==> config.mk <==
export PLATFORM = sky130hd
export DESIGN_NAME = crbit_packer
export DESIGN_NICKNAME = d
export VERILOG_FILES = /design/src/rtl/crpack_pkg.sv /design/src/rtl/crpack_pos.sv /design/src/rtl/crpack_accum.sv /design/src/rtl/crpack_wrport.sv /design/src/rtl/crbit_packer.sv
export SDC_FILE = /design/constraint.sdc
export NUM_CORES = 1
export LEC_CHECK = 0
export BUFFER_PORTS_ARGS = -buffer_cell sky130_fd_sc_hd__buf_2
export CAP_MARGIN = 10
export CORE_UTILIZATION = 45
export DETAILED_ROUTE_END_ITERATION = 8
export GPL_ROUTABILITY_DRIVEN = 0
export HOLD_SLACK_MARGIN = 0.03
export PLACE_DENSITY = 0.72
export SYNTH_ARGS = -nofsm -noshare
export SYNTH_HDL_FRONTEND = slang
export SYNTH_SLANG_ARGS = --single-unit
==> constraint.sdc <==
create_clock -name clk -period 4.6 [get_ports clk]
set_input_delay 0.92 -clock clk [delete_from_list [all_inputs] [get_ports clk]]
set_output_delay 0.92 -clock clk [all_outputs]
set_load 0.005 [all_outputs]
==> src/rtl/crpack_pkg.sv <==
package crpack_pkg;
  // Packing density: results per destination element is 1 << code.
  typedef enum logic [1:0] {DENS_1 = 2'b00, DENS_2 = 2'b01, DENS_4 = 2'b10, DENS_8 = 2'b11} dens_e;
  // Integer element width: 8 << code bits.
  typedef enum logic [1:0] {EW_8 = 2'b00, EW_16 = 2'b01, EW_32 = 2'b10, EW_64 = 2'b11} ewid_e;
endpackage

==> src/rtl/crpack_pos.sv <==
module crpack_pos
  import crpack_pkg::*;
#(
  parameter int IDXW = 6
) (
  input  logic [IDXW-1:0] idx,
  input  dens_e           dens,
  input  logic            scalar,
  input  logic            last,
  output logic [IDXW-1:0] off,
  output logic [IDXW-1:0] pos,
  output logic            grp_end
);
  logic [IDXW-1:0] lane_max;

  always_comb begin
    lane_max = IDXW'((32'd1 << dens) - 32'd1);
    if (scalar) begin
      off = '0;
      pos = idx;
    end else begin
      off = idx >> dens;
      pos = idx & lane_max;
    end
    grp_end = last | (~scalar & (pos == lane_max));
  end
endmodule

==> src/rtl/crpack_accum.sv <==
module crpack_accum #(
  parameter int XLEN = 64,
  parameter int IDXW = 6
) (
  input  logic            clk,
  input  logic            rst_n,
  input  logic            take,
  input  logic            bit_in,
  input  logic            skip,
  input  logic [IDXW-1:0] pos,
  input  logic            grp_end,
  output logic [XLEN-1:0] merged
);
  logic [XLEN-1:0] acc_q, acc_d, base;
  logic            eff_bit;

  always_comb begin
    eff_bit = bit_in & ~skip;
    // Position zero opens a new destination word: old partial bits are dropped.
    base    = (pos == '0) ? '0 : acc_q;
    merged  = base | (XLEN'(eff_bit) << pos);
    acc_d   = acc_q;
    if (take) acc_d = grp_end ? '0 : merged;
  end

  always_ff @(posedge clk or negedge rst_n) begin
    if (!rst_n) acc_q <= '0;
    else        acc_q <= acc_d;
  end
endmodule

==> src/rtl/crpack_wrport.sv <==
module crpack_wrport #(
  parameter int XLEN = 64,
  parameter int IDXW = 6
) (
  input  logic            clk,
  input  logic            rst_n,
  input  logic            load,
  input  logic [IDXW-1:0] ld_off,
  input  logic [XLEN-1:0] ld_data,
  input  logic            ld_last,
  input  logic            wr_ready,
  output logic            room,
  output logic            wr_valid,
  output logic [IDXW-1:0] wr_off,
  output logic [XLEN-1:0] wr_data,
  output logic            wr_last
);
  logic            vld_d;
  logic [IDXW-1:0] off_d;
  logic [XLEN-1:0] data_d;
  logic            last_d;

  always_comb begin
    room   = ~wr_valid | wr_ready;
    vld_d  = wr_valid & ~wr_ready;
    off_d  = wr_off;
    data_d = wr_data;
    last_d = wr_last;
    if (load) begin
      vld_d  = 1'b1;
      off_d  = ld_off;
      data_d = ld_data;
      last_d = ld_last;
    end
  end

  always_ff @(posedge clk or negedge rst_n) begin
    if (!rst_n) begin
      wr_valid <= 1'b0;
      wr_off   <= '0;
      wr_data  <= '0;
      wr_last  <= 1'b0;
    end else begin
      wr_valid <= vld_d;
      if (load) begin
        wr_off  <= off_d;
        wr_data <= data_d;
        wr_last <= last_d;
      end
    end
  end
endmodule

==> src/rtl/crbit_packer.sv <==
module crbit_packer
  import crpack_pkg::*;
#(
  parameter int XLEN = 64,
  parameter int IDXW = 6
) (
  input  logic            clk,
  input  logic            rst_n,
  input  logic [1:0]      cfg_dens,
  input  logic            cfg_scalar,
  input  logic [1:0]      cfg_ewid,
  input  logic            in_valid,
  output logic            in_ready,
  input  logic [IDXW-1:0] in_idx,
  input  logic            in_bit,
  input  logic            in_skip,
  input  logic            in_last,
  output logic            wr_valid,
  input  logic            wr_ready,
  output logic [IDXW-1:0] wr_off,
  output logic [XLEN-1:0] wr_data,
  output logic            wr_last
);
  logic [1:0]      rst_sync_q;
  logic            rst_int_n;
  logic [IDXW-1:0] e_off, e_pos;
  logic            e_end;
  logic            room, take;
  logic [XLEN-1:0] merged, ew_mask;
  int              ew_lim;

  // Asynchronous assertion, synchronous release.
  always_ff @(posedge clk or negedge rst_n) begin
    if (!rst_n) rst_sync_q <= 2'b00;
    else        rst_sync_q <= {rst_sync_q[0], 1'b1};
  end
  assign rst_int_n = rst_sync_q[1];

  crpack_pos #(.IDXW(IDXW)) u_pos (
    .idx     (in_idx),
    .dens    (dens_e'(cfg_dens)),
    .scalar  (cfg_scalar),
    .last    (in_last),
    .off     (e_off),
    .pos     (e_pos),
    .grp_end (e_end)
  );

  assign in_ready = rst_int_n & room;
  assign take     = in_valid & in_ready;

  crpack_accum #(.XLEN(XLEN), .IDXW(IDXW)) u_acc (
    .clk     (clk),
    .rst_n   (rst_int_n),
    .take    (take),
    .bit_in  (in_bit),
    .skip    (in_skip),
    .pos     (e_pos),
    .grp_end (e_end),
    .merged  (merged)
  );

  always_comb begin
    ew_lim = 8 << cfg_ewid;
    for (int b = 0; b < XLEN; b++) ew_mask[b] = (b < ew_lim);
  end

  crpack_wrport #(.XLEN(XLEN), .IDXW(IDXW)) u_wr (
    .clk      (clk),
    .rst_n    (rst_int_n),
    .load     (take & e_end),
    .ld_off   (e_off),
    .ld_data  (merged & ew_mask),
    .ld_last  (in_last),
    .wr_ready (wr_ready),
    .room     (room),
    .wr_valid (wr_valid),
    .wr_off   (wr_off),
    .wr_data  (wr_data),
    .wr_last  (wr_last)
  );
endmodule

After elaboration in Yosys (flattened, before gate mapping)
Cells that the tools add are included.

Register bits after elaboration: 138. Bits of input ports: 18. Output and inout bits: 73. Word-level logic and storage cells: 97.

$add $sub $neg: 1. Order comparisons: 64. Equality and inequality tests: 1. Shifts and indexed selects: 4. Multiplexer cells: 5. Bitwise logic cells: 15. Reductions and logical operators: 1.

Operators by type and width (number): less-than comparator 7 x 32 -> 1 bit (first input constant) (32); less-than comparator 6 x 32 -> 1 bit (first input constant) (16); less-than comparator 5 x 32 -> 1 bit (first input constant) (8); less-than comparator 4 x 32 -> 1 bit (first input constant) (4); two-way mux 64 bit (2); bitwise AND 64 bit (1); less-than comparator 3 x 32 -> 1 bit (first input constant) (2); bitwise OR 64 bit (1); << shifter 1 x 6 -> 64 bit (1); less-than comparator 1 x 32 -> 1 bit (first input constant) (1); less-than comparator 2 x 32 -> 1 bit (first input constant) (1); << shifter 4 x 2 -> 32 bit (first input constant) (1); two-way mux 6 bit (2); bitwise AND 1 bit (6); bitwise AND 6 bit (1); == test 6 bit (1); zero test 6 bit (1); << shifter 1 x 2 -> 6 bit (first input constant) (1); right shift 6 x 2 -> 6 bit (1); subtractor 6 x 1 -> 6 bit (second input constant) (1); NOT 1 bit (4); bitwise OR 1 bit (2); two-way mux 1 bit (1).

Logic depth before layout (Yosys ltp)
Gate-level depths: netlist of run 1.

Depth in word-level cells: 9. Depth in mapped cells: 12. Gate-level depth less buffers: 8.

Cells and area by module
A second synthesis of run 1 with hierarchy kept.

Cells, all modules: 775. Area, all modules: 8115.3 µm².

By module, submodules not included: crpack_accum (times used 1, cells each 512, area each 4309.1 µm², sequential area each 1601.5 µm²); crpack_wrport (times used 1, cells each 153, area each 3024.2 µm², sequential area each 1801.7 µm²); crbit_packer (times used 1, cells each 80, area each 565.5 µm², sequential area each 50.0 µm²); crpack_pos (times used 1, cells each 30, area each 216.5 µm², sequential area each 0.0 µm²).

Worst setup path after synthesis of run 1
Ideal clock, no wire load.

Path type: register -> register. Start point: register rst_sync_q[1]. End point: register u_acc.acc_q[32]. Setup time: 0.078 ns. Arrival time: 5.029 ns. Data required time: 4.522 ns. Path slack: -0.507 ns. Stages on the path, launching flop included: 6. Buffers on the path: 1. Period minus slack after synthesis: 5.107 ns. Cell sequence: dfrtp_1 > nand3_1 > a311oi_1 > clkbuf_1 > nand2_1 > o2bb2ai_1.

Longest elaborated chain between the ends: 2.

Ends and longest elaborated chain: start: declaration (line crbit_packer.sv:24) `logic [1:0] rst_sync_q;`; start signal: assignment (line crbit_packer.sv:35) `else rst_sync_q <= {rst_sync_q[0], 1'b1};`; bitwise AND 1 bit (line crbit_packer.sv:49) `assign in_ready = rst_int_n & room;`; bitwise AND 1 bit (line crbit_packer.sv:50) `assign take = in_valid & in_ready;`; end signal: assignment (line crpack_accum.sv:27) `if (!rst_n) acc_q <= '0;`; end signal: assignment (line crpack_accum.sv:28) `else acc_q <= acc_d;`; end: declaration (line crpack_accum.sv:14) `logic [XLEN-1:0] acc_q, acc_d, base;`.

Every way passes these cells. A chain may end at the register's enable or synchronous reset.

Final worst setup path of run 1
Start point: input port cfg_dens[1]. End point: register u_wr.wr_data[33].

Longest elaborated chain between the ends: 8. Elaborated cells on any way between the ends: 13. Those cells by class: add/sub (1); eq/ne (1); shift (2); mux (2); bitwise (6); reduce/logical (1).

Ends and longest elaborated chain: start: declaration (line crbit_packer.sv:9) `input logic [1:0] cfg_dens,`; << shifter 1 x 2 -> 6 bit (*) (line crpack_pos.sv:17) `lane_max = IDXW'((32'd1 << dens) - 32'd1);`; subtractor 6 x 1 -> 6 bit (*) (line crpack_pos.sv:17); bitwise AND 6 bit (line crpack_pos.sv:23) `pos = idx & lane_max;`; two-way mux 6 bit (line crpack_pos.sv:18) `if (scalar) begin`; == test 6 bit or zero test 6 bit (tied branches) (line crpack_pos.sv:25, crpack_accum.sv:20); bitwise AND 1 bit or two-way mux 64 bit (tied branches) (line crpack_pos.sv:25, crpack_accum.sv:20); bitwise OR 1 bit or bitwise OR 64 bit (tied branches) (line crpack_pos.sv:25, crpack_accum.sv:21); bitwise AND 1 bit or bitwise AND 64 bit (tied branches) (line crbit_packer.sv:71, crbit_packer.sv:73); end signal: assignment (line crpack_wrport.sv:47) `wr_data <= data_d;`; end: declaration (line crpack_wrport.sv:15) `output logic [XLEN-1:0] wr_data,`.

Every way passes the cells marked *; elsewhere a longest branch is shown, timed or not.

==> metrics.yaml, run 1 <==
viasPerCell: 6.300
syn_nets: 536
grt_pass1_vias: 4767
clk_latency_ns: 0.42
rsz0062_at_grt: "no"
first_pass_iters: 5
timing.rr.end: "u_acc.acc_q[17]$_DFFE_PN0P_"
wirelength_mm: 16.09
finalClockSkew_ns: 0.006643
cts_hold_buf: 0
synth_area_um2: 6156
cts_tree: "done"
area_growth_pct: 19.02
num_antenna_cells: 0
cts_buffer_depth: 2
r2r_cells: 6
synth_top_area_share_pct: 56.10
numCtsBuffers: 17
row_count: 42
cts_max_level: 4
synth_largest_area_cell: "dfrtp_1"
antenna_found_initial: 0
synth_top_flop_cell: "dfrtp_1"
cts_sinks: 138
netlist_instances: 517
dieArea_um2: 14150
post-route-min-period_ns: 3.487
setup_tns_ns: 0
start_util_pct: 46.30
ys_types: 48
ys_seq_elements: 138
cts_root_buf: "clkbuf_16"
clkSlewWorstSetupHoldPaths_ns: 0.06
postCtsSetupBuffers: 0
cts_resized: 0
p_per_area_nw_per_um2: 394.3
slew_headroom_pct: 31.30
tightest_slew_ns: 1.023
ys_seq_area_share_pct: 56.10
port-buffer-count: 90
avgSynthCellArea_um2: 11.91
r2r_start: "u_wr.wr_valid$_DFF_PN0_"
core_um2: 13300
yosysWarnings: 0
antenna_left: 0
wire_per_inst_um: 20.63
grt_usage_pct: 23.81
dp_hpwl_mm: 10.69
crit_start: "cfg_dens[1]"
cp_max_fo: 39
die_y_um: 119.0
min_path_type: "input port to asynchronous set/reset pin"
ioPinCount: 91
chipWidth_um: 119.0
fin_nets: 610
drcViolationCount: 0
drive_above_1_share_pct: 25.17
fmax_mhz: 286.8
finalSetupViolCount: 0
status: "completed"
async_reset_ff_share_pct: 100.0
final.period_utilization_pct: 75.81
vias: 4914
drv_cap: 0
final_hold_viol_count: 0
reg2reg_slack_ns: 1.92
grt_pass1_wl_mm: 26.04
crit_arrival_ns: 3.79
startpoint_type: "input port"
first_iter_violations: 347
globalRoute.totalOverflow: 0
slew_viol_final: 0
required_ns: 4.90
synth-edff-count: 0
worst_ir_drop_vdd_uv: 212.3
grt_max_degree: 80
power.leakage_uw: 0.003512
netlist_top_cells_area: "dfrtp_1 (56%), a22o_1 (16%), o2bb2ai_1 (7.7%)"
layout.cells.non_filler: 780
endpoint_kind: "flip-flop"
criticalPathCategory: "input port to flip-flop"
dp.cells: 748
[registers in the layout, indices dropped and copies added (netlist names)]
register,count
rst_sync_q,2
u_acc.acc_q,64
u_wr.wr_data,64
u_wr.wr_last,1
u_wr.wr_off,6
u_wr.wr_valid,1
[critical path, cell delays in order]
cell and delay, ns:
buf_2 0.17, or2_4 0.29, ha_1 0.30, nor2_1 0.04, a211oi_1 0.40, a31o_2 0.37, nand2_2 0.53, buf_4 0.46
a22o_1 0.27
[per-layer routing]
layer / up-vias / part of all wire, % / wire, um / GRT usage (%)
met5: - / 0 / 0 / 0
met4: 0 / 2.2 / 357 / 8.782
met2: 226 / 46 / 7373 / 36.33
li1: 2159 / - / - / -
met1: 2495 / 45 / 7250 / 33.28
met3: 34 / 6.9 / 1107 / 5.316
[worst max path at each step]
stage | endpoint | slack (ns) | cells after the start
3_3_place_gp | u_wr.wr_data[49]$_DFFE_PN0P_ | 0.85 | 9
4_1_cts | u_wr.wr_data[33]$_DFFE_PN0P_ | 1.17 | 9
6_report | u_wr.wr_data[33]$_DFFE_PN0P_ | 1.11 | 9
2_1_floorplan | u_acc.acc_q[32]$_DFFE_PN0P_ | 1.11 | 5
3_5_place_dp | u_wr.wr_data[36]$_DFFE_PN0P_ | 0.74 | 9
5_1_grt | u_wr.wr_data[49]$_DFFE_PN0P_ | 1.03 | 9
[layout make-up]
class | instances | area [um^2]
Clock buffer | 22 | 464.2
Fill cell | 1122 | 5968
Timing Repair Buffer | 102 | 540.5
Sequential cell | 138 | 3457
Clock inverter | 10 | 163.9
Multi-Input combinational cell | 328 | 2466
Tap cell | 176 | 220.2
Inverter | 4 | 15.01
[power by group]
part	switching [uW]	internal, uW
Combinational	141	53.0
Sequential	9.21	1230
Clock	516	939
[kinds of logic after synthesis]
| family | after synthesis | share of synthesized area, % |
|---|---|---|
| AO/OA/AOI/OAI | 220 | 30.02 |
| AND/OR/NAND/NOR | 94 | 7.521 |
| multiplexers | 12 | 2.134 |
| buffers and inverters | 51 | 3.963 |
| flip-flops | 138 | 56.10 |
| adder cells (fa/ha/maj) | 1 | 0.2032 |
| other | 1 | 0.06092 |
[metrics by stage]
stage	area, um^2	total power (uW)	utilization [%]	hold WS [ns]	setup slack (ns)
5_1_grt	7327	2973	55.11	0.2615	1.026
3_5_place_dp	6699	1453	50.39	0.3450	0.7414
6_report	7327	2889	55.11	0.2773	1.113
2_1_floorplan	6157	1392	-	0.3311	1.107
3_3_place_gp	6699	1447	50.39	0.3383	0.8493
4_1_cts	7327	2902	55.11	0.2622	1.172
[cell usage after synthesis (4+ instances only)]
library cell,n
dfrtp_1,138
a22o_1,110
o2bb2ai_1,54
nor2_1,25
clkbuf_1,22
nand2_1,22
buf_2,15
o21ai_0,13
a32o_1,10
nor3_1,10
mux2_2,9
a22oi_1,8
a21oi_1,6
nand3_1,6
buf_1,5
nand2b_1,5
nor2b_1,5
and3_1,4
buf_6,4
inv_1,4
[placed cells by master (no fill, tap or decap), drive strengths merged, types with 4 or more instances in the layout]
master	count
a21oi	6
o2bb2ai	54
nand2	23
nand2b	5
nor3	10
nand3	6
inv	6
clkbuf	22
a32o	10
bufinv	4
buf	102
a22o	110
dfrtp	138
o21ai	14
a22oi	8
mux2	9
nor2	25
nor2b	5
or2	4
and3	4
Note: power is estimated with default switching activity, not from simulation.
==> inputs of run 2 (changes only) <==
--- a/config.mk
+++ b/config.mk
@@ -5,13 +5,14 @@
 export SDC_FILE = /design/constraint.sdc
 export NUM_CORES = 1
 export LEC_CHECK = 0
+export ABC_AREA = 1
 export BUFFER_PORTS_ARGS = -buffer_cell sky130_fd_sc_hd__buf_2
 export CAP_MARGIN = 10
 export CORE_UTILIZATION = 45
 export DETAILED_ROUTE_END_ITERATION = 8
 export GPL_ROUTABILITY_DRIVEN = 0
 export HOLD_SLACK_MARGIN = 0.03
-export PLACE_DENSITY = 0.72
+export PLACE_DENSITY = 0.69
 export SYNTH_ARGS = -nofsm -noshare
 export SYNTH_HDL_FRONTEND = slang
 export SYNTH_SLANG_ARGS = --single-unit
==> constraint.sdc (replaced) <==
create_clock -name clk -period 3.28 [get_ports clk]
set_input_delay 0.656 -clock clk [delete_from_list [all_inputs] [get_ports clk]]
set_output_delay 0.656 -clock clk [all_outputs]
set_load 0.005 [all_outputs]
==> run 2 against run 1 <==
Net effect:
- cell count grew 47%
- global-route usage grew 0.24 points
- count of clock-buffer cells in the layout shrank 1
- highest routed layer unchanged
- register-to-register slack lost 0.65 ns
- cell area grew 6.9%
- non-clock buffer count grew 3
- largest power group unchanged
- largest cell class unchanged
==> metrics.yaml, run 2 <==
status: "completed"
syn_nets: 893  # +67%
power.leakage_uw: 0.004619  # +32%
chipWidth_um: 123.2  # +3.5%
p_per_area_nw_per_um2: 519.0  # +32%
cts_root_buf: "clkbuf_16"
ys_types: 30  # -38%
final_common_cell: "nand2_1"
cpPeakStageDelay_ns: 0.37  # -0.16 ns
antenna_found_initial: 0  # unchanged
yosysWarnings: 0  # unchanged
cts_resized: 0  # unchanged
fmax_mhz: 390.1
layout_setup_ws_ns: 0.7168  # -0.3960 ns
grt_max_degree: 137  # +71%
fin_total_pwr_uw: 4064  # +41%
final.period_utilization_pct: 78.15
synth-edff-count: 0  # unchanged
crit_arrival_ns: 2.87  # -0.92 ns
fillers: 1393  # +24%
final_hold_viol_count: 0  # unchanged
netlist_instances: 874  # +69%
num_antenna_cells: 0  # unchanged
slew_viol_final: 0  # unchanged
cts_tree: "done"
post-route-min-period_ns: 2.563
antenna_left: 0  # unchanged
switching_share_pct: 23.33  # +0.27 points
async_reset_ff_share_pct: 100.0  # unchanged
min_path_type: "flip-flop to flip-flop"
cp_top_family: "simple AND/OR/NAND/NOR gates"
critPathBufInv: 5  # +3
drv_cap: 0  # unchanged
ys_seq_elements: 138  # unchanged
synth_largest_area_cell: "dfrtp_1"
clockPowerShare_pct: 50.0  # -0.4 points
first_iter_violations: 608  # +75%
finalClockSkew_ns: 0.009891  # +0.003248 ns
cts_buffer_depth: 2  # unchanged
wire_per_inst_um: 14.56  # -29%
clkSlewWorstSetupHoldPaths_ns: 0.06  # about the same
port-buffer-count: 90  # unchanged
criticalPathCategory: "input port to flip-flop"
synth_top_area_share_pct: 52.27  # -3.8 points
synth_top_flop_cell: "dfrtp_1"
tightest_slew_ns: 0.7405  # -0.2821 ns
grt_usage_pct: 24.05  # +0.24 points
reg_top3: "u_acc.acc_q x64, u_wr.wr_data x64, u_wr.wr_off x6"
synth_common_cells: "nand2_1 (542), dfrtp_1 (138), nand3_1 (32)"
cp_max_fo: 28  # -28%
setup_tns_ns: 0  # unchanged
die_y_um: 123.2  # +3.5%
required_ns: 3.59  # -1.31 ns
viasPerCell: 5.028  # -20%
vias: 5747  # +17%
finalSetupViolCount: 0  # unchanged
avgSynthCellArea_um2: 7.559  # -37%
netlist_top_cells_area: "dfrtp_1 (52%), nand2_1 (31%), nand4_1 (2.5%)"
dieArea_um2: 15170  # +7.2%
layout_common_cells: "nand2_1 (541), dfrtp_1 (137), buf_2 (90)"
cpMaxStageDelayCell: "nand4_4"
synth_area_um2: 6606  # +7.3%
clk_latency_ns: 0.42  # about the same
endpoint_kind: "flip-flop"
synth.most_common_cell: "nand2_1"
globalRoute.totalOverflow: 0  # unchanged
ys_seq_area_share_pct: 52.27  # -3.8 points
ioPinCount: 91  # unchanged
rsz0062_at_grt: "no"
area_growth_pct: 18.54
start_util_pct: 46.87  # +0.57 points
fin_nets: 969  # +59%
numCtsBuffers: 17  # unchanged
switchingPower_uw: 948.2  # +42%
grt_pass1_vias: 5443  # +14%
cts_sinks: 138  # unchanged
dp_hpwl_mm: 10.28  # -3.8%
first_pass_iters: 6  # +1
core_um2: 14100  # +6.0%
seqPwrFrac_pct: 42.9  # about the same
slew_headroom_pct: 50.64  # +19 points
drive_above_1_share_pct: 17.24  # -7.9 points
grt_pass1_wl_mm: 27.78  # +6.7%
wirelength_mm: 16.65  # +3.5%
path_cells: "buf_2 -> inv_1 -> nor2_1 -> inv_1 -> ha_1 -> nand2_2 -> nand2_4 -> inv_2 -> nor2_2 -> nand4_4 -> buf_4 -> nand2_1 -> nand2_1 -> nand2_1 -> nand2_1"
cts_max_level: 4  # unchanged
crit_path_frequent_cell: "nand2_1"
row_count: 43  # +2.4%
drcViolationCount: 0  # unchanged
power_frac_comb_pct: 7.1  # +0.4 points
worst_ir_drop_vdd_uv: 344.2  # +62%
dp_slack_ns: 0.2934  # -0.4480 ns
startpoint_type: "input port"
internal-power_uw: 3116  # +40%
[run 2: changes by cell type after synthesis, moves of 11 or more]
cell	previous run	this run
nand2_1	22	542
a22o_1	110	0
o2bb2ai_1	54	0
nand3_1	6	32
nand4_1	1	26
inv_1	4	15
[run 2: worst register-to-register path, delay by kind of cell (launching register included)]
kind | cells | cell delay [ns]
AO/OA/AOI/OAI | 1 | 0.14
buffers and inverters | 2 | 0.81
flip-flops | 1 | 0.52
AND/OR/NAND/NOR | 4 | 0.43
[run 2: repair_timing]
| item | 4_1_cts | 5_1_grt |
|---|---|---|
| hold buffers | 1 | 0 |
| setup buffers | 0 | 0 |
| endpoints found under the hold margin | 2 | 0 |
[run 2: cell type report]
type	count	area, um^2	area share [%]
tap	180	225.2	2.876
clock buffer	21	460.4	5.880
multi-input combinational	667	2825	36.08
sequential	138	3457	44.14
timing repair buffer	105	615.6	7.861
clock inverter	11	168.9	2.157
inverter	21	78.83	1.007
[run 2: logic make-up (layout without fill, tap and decap cells)]
kind of cell | after synthesis | count (layout) | share of synthesized area, %
flops | 138 | 138 | 52.27
mux | 1 | 1 | 0.1515
simple gates | 640 | 640 | 40.11
other cells | 1 | 1 | 0.05676
compound gates | 24 | 24 | 2.216
buf+inv | 69 | 158 | 5.000
fa+ha+maj | 1 | 1 | 0.1894
[run 2: routing by layer]
layer	track usage, %	routed length (um)	vias up
met5	0	0	-
met4	8.434	290	0
met3	3.967	802	21
met2	36.49	7602	164
met1	34.78	7952	2696
li1	-	-	2866
[run 2: power by group through the flow]
| stage | Clock, uW | Sequential, uW | Combinational (uW) |
|---|---|---|---|
| finish | 2030 | 1740 | 291 |
| global route | 2140 | 1750 | 326 |
| CTS | 2060 | 1740 | 294 |
| global placement | 0 | 1770 | 291 |
| floorplan | 0 | 1800 | 171 |
| detailed placement | 0 | 1770 | 292 |
[run 2: path summary, 6_finish.rpt]
check	start	to	slack, ns	cells after the start
max	cfg_dens[0]	u_wr.wr_data[46]$_DFFE_PN0P_	0.72	15
min	rst_sync_q[0]$_DFF_PN0_	rst_sync_q[1]$_DFF_PN0_	0.35	0
max reg2reg	rst_sync_q[1]$_DFF_PN0_	u_acc.acc_q[35]$_DFFE_PN0P_	1.27	7
min reg2reg	rst_sync_q[0]$_DFF_PN0_	rst_sync_q[1]$_DFF_PN0_	0.35	0
max in group asynchronous	rst_sync_q[1]$_DFF_PN0_	u_wr.wr_valid$_DFF_PN0_	2.21	1
min in group asynchronous	rst_sync_q[1]$_DFF_PN0_	u_wr.wr_data[4]$_DFFE_PN0P_	0.48	1
[run 2: stage by stage]
| step | cell area, um^2 | cells | hold WS (ns) | utilization [%] |
|---|---|---|---|---|
| after floorplan | 6608 | 874 | 0.3311 | - |
| after CTS | 7831 | 1143 | 0.3491 | 55.56 |
| after global placement | 7192 | 1110 | 0.3315 | 51.02 |
| after global routing | 7831 | 1143 | 0.3500 | 55.56 |
| after detailed placement | 7192 | 1110 | 0.3365 | 51.02 |
| final | 7831 | 1143 | 0.3458 | 55.56 |
==> inputs of run 3 (changes only) <==
--- a/config.mk
+++ b/config.mk
@@ -5,14 +5,14 @@
 export SDC_FILE = /design/constraint.sdc
 export NUM_CORES = 1
 export LEC_CHECK = 0
-export ABC_AREA = 1
+export ABC_AREA = 0
 export BUFFER_PORTS_ARGS = -buffer_cell sky130_fd_sc_hd__buf_2
 export CAP_MARGIN = 10
 export CORE_UTILIZATION = 45
 export DETAILED_ROUTE_END_ITERATION = 8
 export GPL_ROUTABILITY_DRIVEN = 0
 export HOLD_SLACK_MARGIN = 0.03
-export PLACE_DENSITY = 0.69
+export PLACE_DENSITY = 0.72
 export SYNTH_ARGS = -nofsm -noshare
 export SYNTH_HDL_FRONTEND = slang
 export SYNTH_SLANG_ARGS = --single-unit
==> constraint.sdc (replaced) <==
create_clock -name clk -period 2.11 [get_ports clk]
set_input_delay 0.422 -clock clk [delete_from_list [all_inputs] [get_ports clk]]
set_output_delay 0.422 -clock clk [all_outputs]
set_load 0.005 [all_outputs]
==> run 3 against run 2 <==
Net effect:
- total power is 52% higher
- cell count is 25% lower
- critical endpoint is now u_acc.acc_q[8]$_DFFE_PN0P_
- combinational power is 99% higher
- clock skew hardly changed
- largest power group unchanged
- flip-flop and latch count stayed put
- sequential share of layout area is 1.4 points lower
- cell area is 3.4% higher
==> metrics.yaml, run 3 (same netlist as run 1, synthesis figures left out) <==
finalSetupViolCount: 0  # unchanged
cpMaxStageDelayCell: "a2111o_2"
criticalPathCategory: "input port to flip-flop"
design_area_um2: 8094  # +3.4%
path_cells: "buf_4 -> or2_4 -> ha_4 -> nor2b_4 -> o21ba_4 -> a2111o_2 -> buf_12 -> a22o_1 -> a22o_1"
cts_tree: "done"
dp_hpwl_mm: 11.53  # +12%
final_hold_viol_count: 0  # unchanged
vias: 5117  # -11%
post-route-min-period_ns: 2.065
r2r_cells: 5  # -2
startpoint_type: "input port"
endpoint_kind: "flip-flop"
fin_total_pwr_uw: 6181  # +52%
num_antenna_cells: 0  # unchanged
numCtsBuffers: 17  # unchanged
setup_tns_ns: 0  # unchanged
reg_top3: "u_acc.acc_q x64, u_wr.wr_data x64, u_wr.wr_off x6"
grt_use_met3_pct: 4.933  # +0.97 points
fin_nets: 683  # -30%
rsz0062_at_grt: "no"
port-buffer-count: 90  # unchanged
reg2reg_slack_ns: 0.31  # -0.96 ns
layout.cells.non_filler: 853  # -25%
top_usage_layer: "met2"
first_pass_iters: 5  # -1
cts_sinks: 138  # unchanged
worst_ir_drop_vdd_uv: 467.2  # +36%
drive_above_1_share_pct: 36.78  # +20 points
viasPerCell: 5.999  # +19%
dp_slack_ns: -0.3840  # -0.6774 ns
cp_top_family: "compound AO/OA/AOI/OAI gates"
clk_latency_ns: 0.43  # about the same
power.leakage_uw: 0.003926  # -15%
cts_buffer_depth: 2  # unchanged
finalClockSkew_ns: 0.009616  # -0.0002747 ns
grt_usage_pct: 25.11  # +1.1 points
cp_max_fo: 34  # +21%
grt_max_degree: 137  # unchanged
first_iter_violations: 389  # -36%
r2r_start: "u_wr.wr_valid$_DFF_PN0_"
slew_viol_final: 0  # unchanged
slew_headroom_pct: 49.68  # -0.96 points
status: "completed"
core_um2: 13300  # -5.7%
min_path_type: "input port to asynchronous set/reset pin"
chipWidth_um: 119.0  # -3.4%
dp.cells: 820  # -26%
layout_setup_ws_ns: 0.04494  # -0.6719 ns
drcViolationCount: 0  # unchanged
crit_path_frequent_cell: "a22o_1"
gr-usage-met1_pct: 34.05  # -0.73 points
timing.rr.end: "u_acc.acc_q[4]$_DFFE_PN0P_"
met2_usage_pct: 39.88  # +3.4 points
cpPeakStageDelay_ns: 0.41  # +0.04 ns
clkSlewWorstSetupHoldPaths_ns: 0.06  # about the same
dieArea_um2: 14150  # -6.7%
seq_area_um2: 3457  # unchanged
globalRoute.totalOverflow: 0  # unchanged
row_count: 42  # -2.3%
layout_common_cells: "dfrtp_1 (137), a22o_1 (110), buf_2 (89)"
grt_pass1_vias: 5209  # -4.3%
crit_arrival_ns: 2.37  # -0.50 ns
wire_per_inst_um: 19.50  # +34%
placed_area_um2: 7496  # +4.2%
multiInputGateArea_um2: 2613  # -7.5%
grt_pass1_wl_mm: 27.45  # -1.2%
required_ns: 2.42  # -1.17 ns
antenna_found_initial: 0  # unchanged
final_common_cell: "dfrtp_1"
ioPinCount: 91  # unchanged
fillers: 1073  # -23%
start_util_pct: 46.30  # -0.57 points
fmax_mhz: 484.2
tightest_slew_ns: 0.7548  # +0.01434 ns
p_per_area_nw_per_um2: 763.6  # +47%
area_growth_pct: 31.48
cts_max_level: 4  # unchanged
die_y_um: 119.0  # -3.4%
antenna_left: 0  # unchanged
drv_cap: 0  # unchanged
critPathBufInv: 2  # -3
final.period_utilization_pct: 97.87
cts_root_buf: "clkbuf_16"
wirelength_mm: 16.63  # about the same
-- run 3: how the worst max path moves through the flow --
stage / startpoint / to / slack, ns / cells after the start
2_1_floorplan: rst_sync_q[1]$_DFF_PN0_ / u_wr.wr_data[33]$_DFFE_PN0P_ / -0.35 / 6
3_3_place_gp: cfg_dens[1] / u_wr.wr_data[6]$_DFFE_PN0P_ / -0.34 / 9
3_5_place_dp: cfg_dens[1] / u_acc.acc_q[14]$_DFFE_PN0P_ / -0.38 / 9
4_1_cts: cfg_dens[1] / u_wr.wr_data[7]$_DFFE_PN0P_ / 0.06 / 9
5_1_grt: cfg_dens[1] / u_acc.acc_q[12]$_DFFE_PN0P_ / 0.008 / 9
6_report: cfg_dens[1] / u_acc.acc_q[8]$_DFFE_PN0P_ / 0.04 / 9
-- run 3: cell type report --
cell class | count | area share (%)
sequential | 138 | 42.71
multi-input combinational | 328 | 32.28
timing repair buffer | 175 | 14.90
clock buffer | 20 | 5.766
tap | 176 | 2.721
clock inverter | 12 | 1.407
inverter | 4 | 0.2164
-- run 3: repair_timing --
action / 4_1_cts / 5_1_grt
hold endpoints to repair: 2 / 0
endpoints found under the setup margin: 0 / 3
gates resized for setup: 0 / 2
buffers inserted: 0 / 0
hold buffers: 1 / 0
-- run 3: metal layers --
layer / up-vias / share of wire (%)
met3: 29 / 5.9
met5: - / 0
met1: 2588 / 44
met4: 0 / 2.1
met2: 193 / 48
li1: 2307 / -
-- run 3: metrics by stage --
step | util [%] | hold WS (ns)
2_1_floorplan | - | 0.1264
3_3_place_gp | 56.38 | 0.2063
3_5_place_dp | 56.38 | 0.2095
4_1_cts | 60.82 | 0.2894
5_1_grt | 60.88 | 0.2989
6_report | 60.88 | 0.3000
-- run 3: report_power, final --
part	internal (uW)	switching [uW]	leakage (uW)	total, uW
clock	1720	1170	0.000281	2900
sequential	2680	22.0	0.00192	2710
combinational	233	345	0.00173	578
total	4640	1540	0.00393	6180
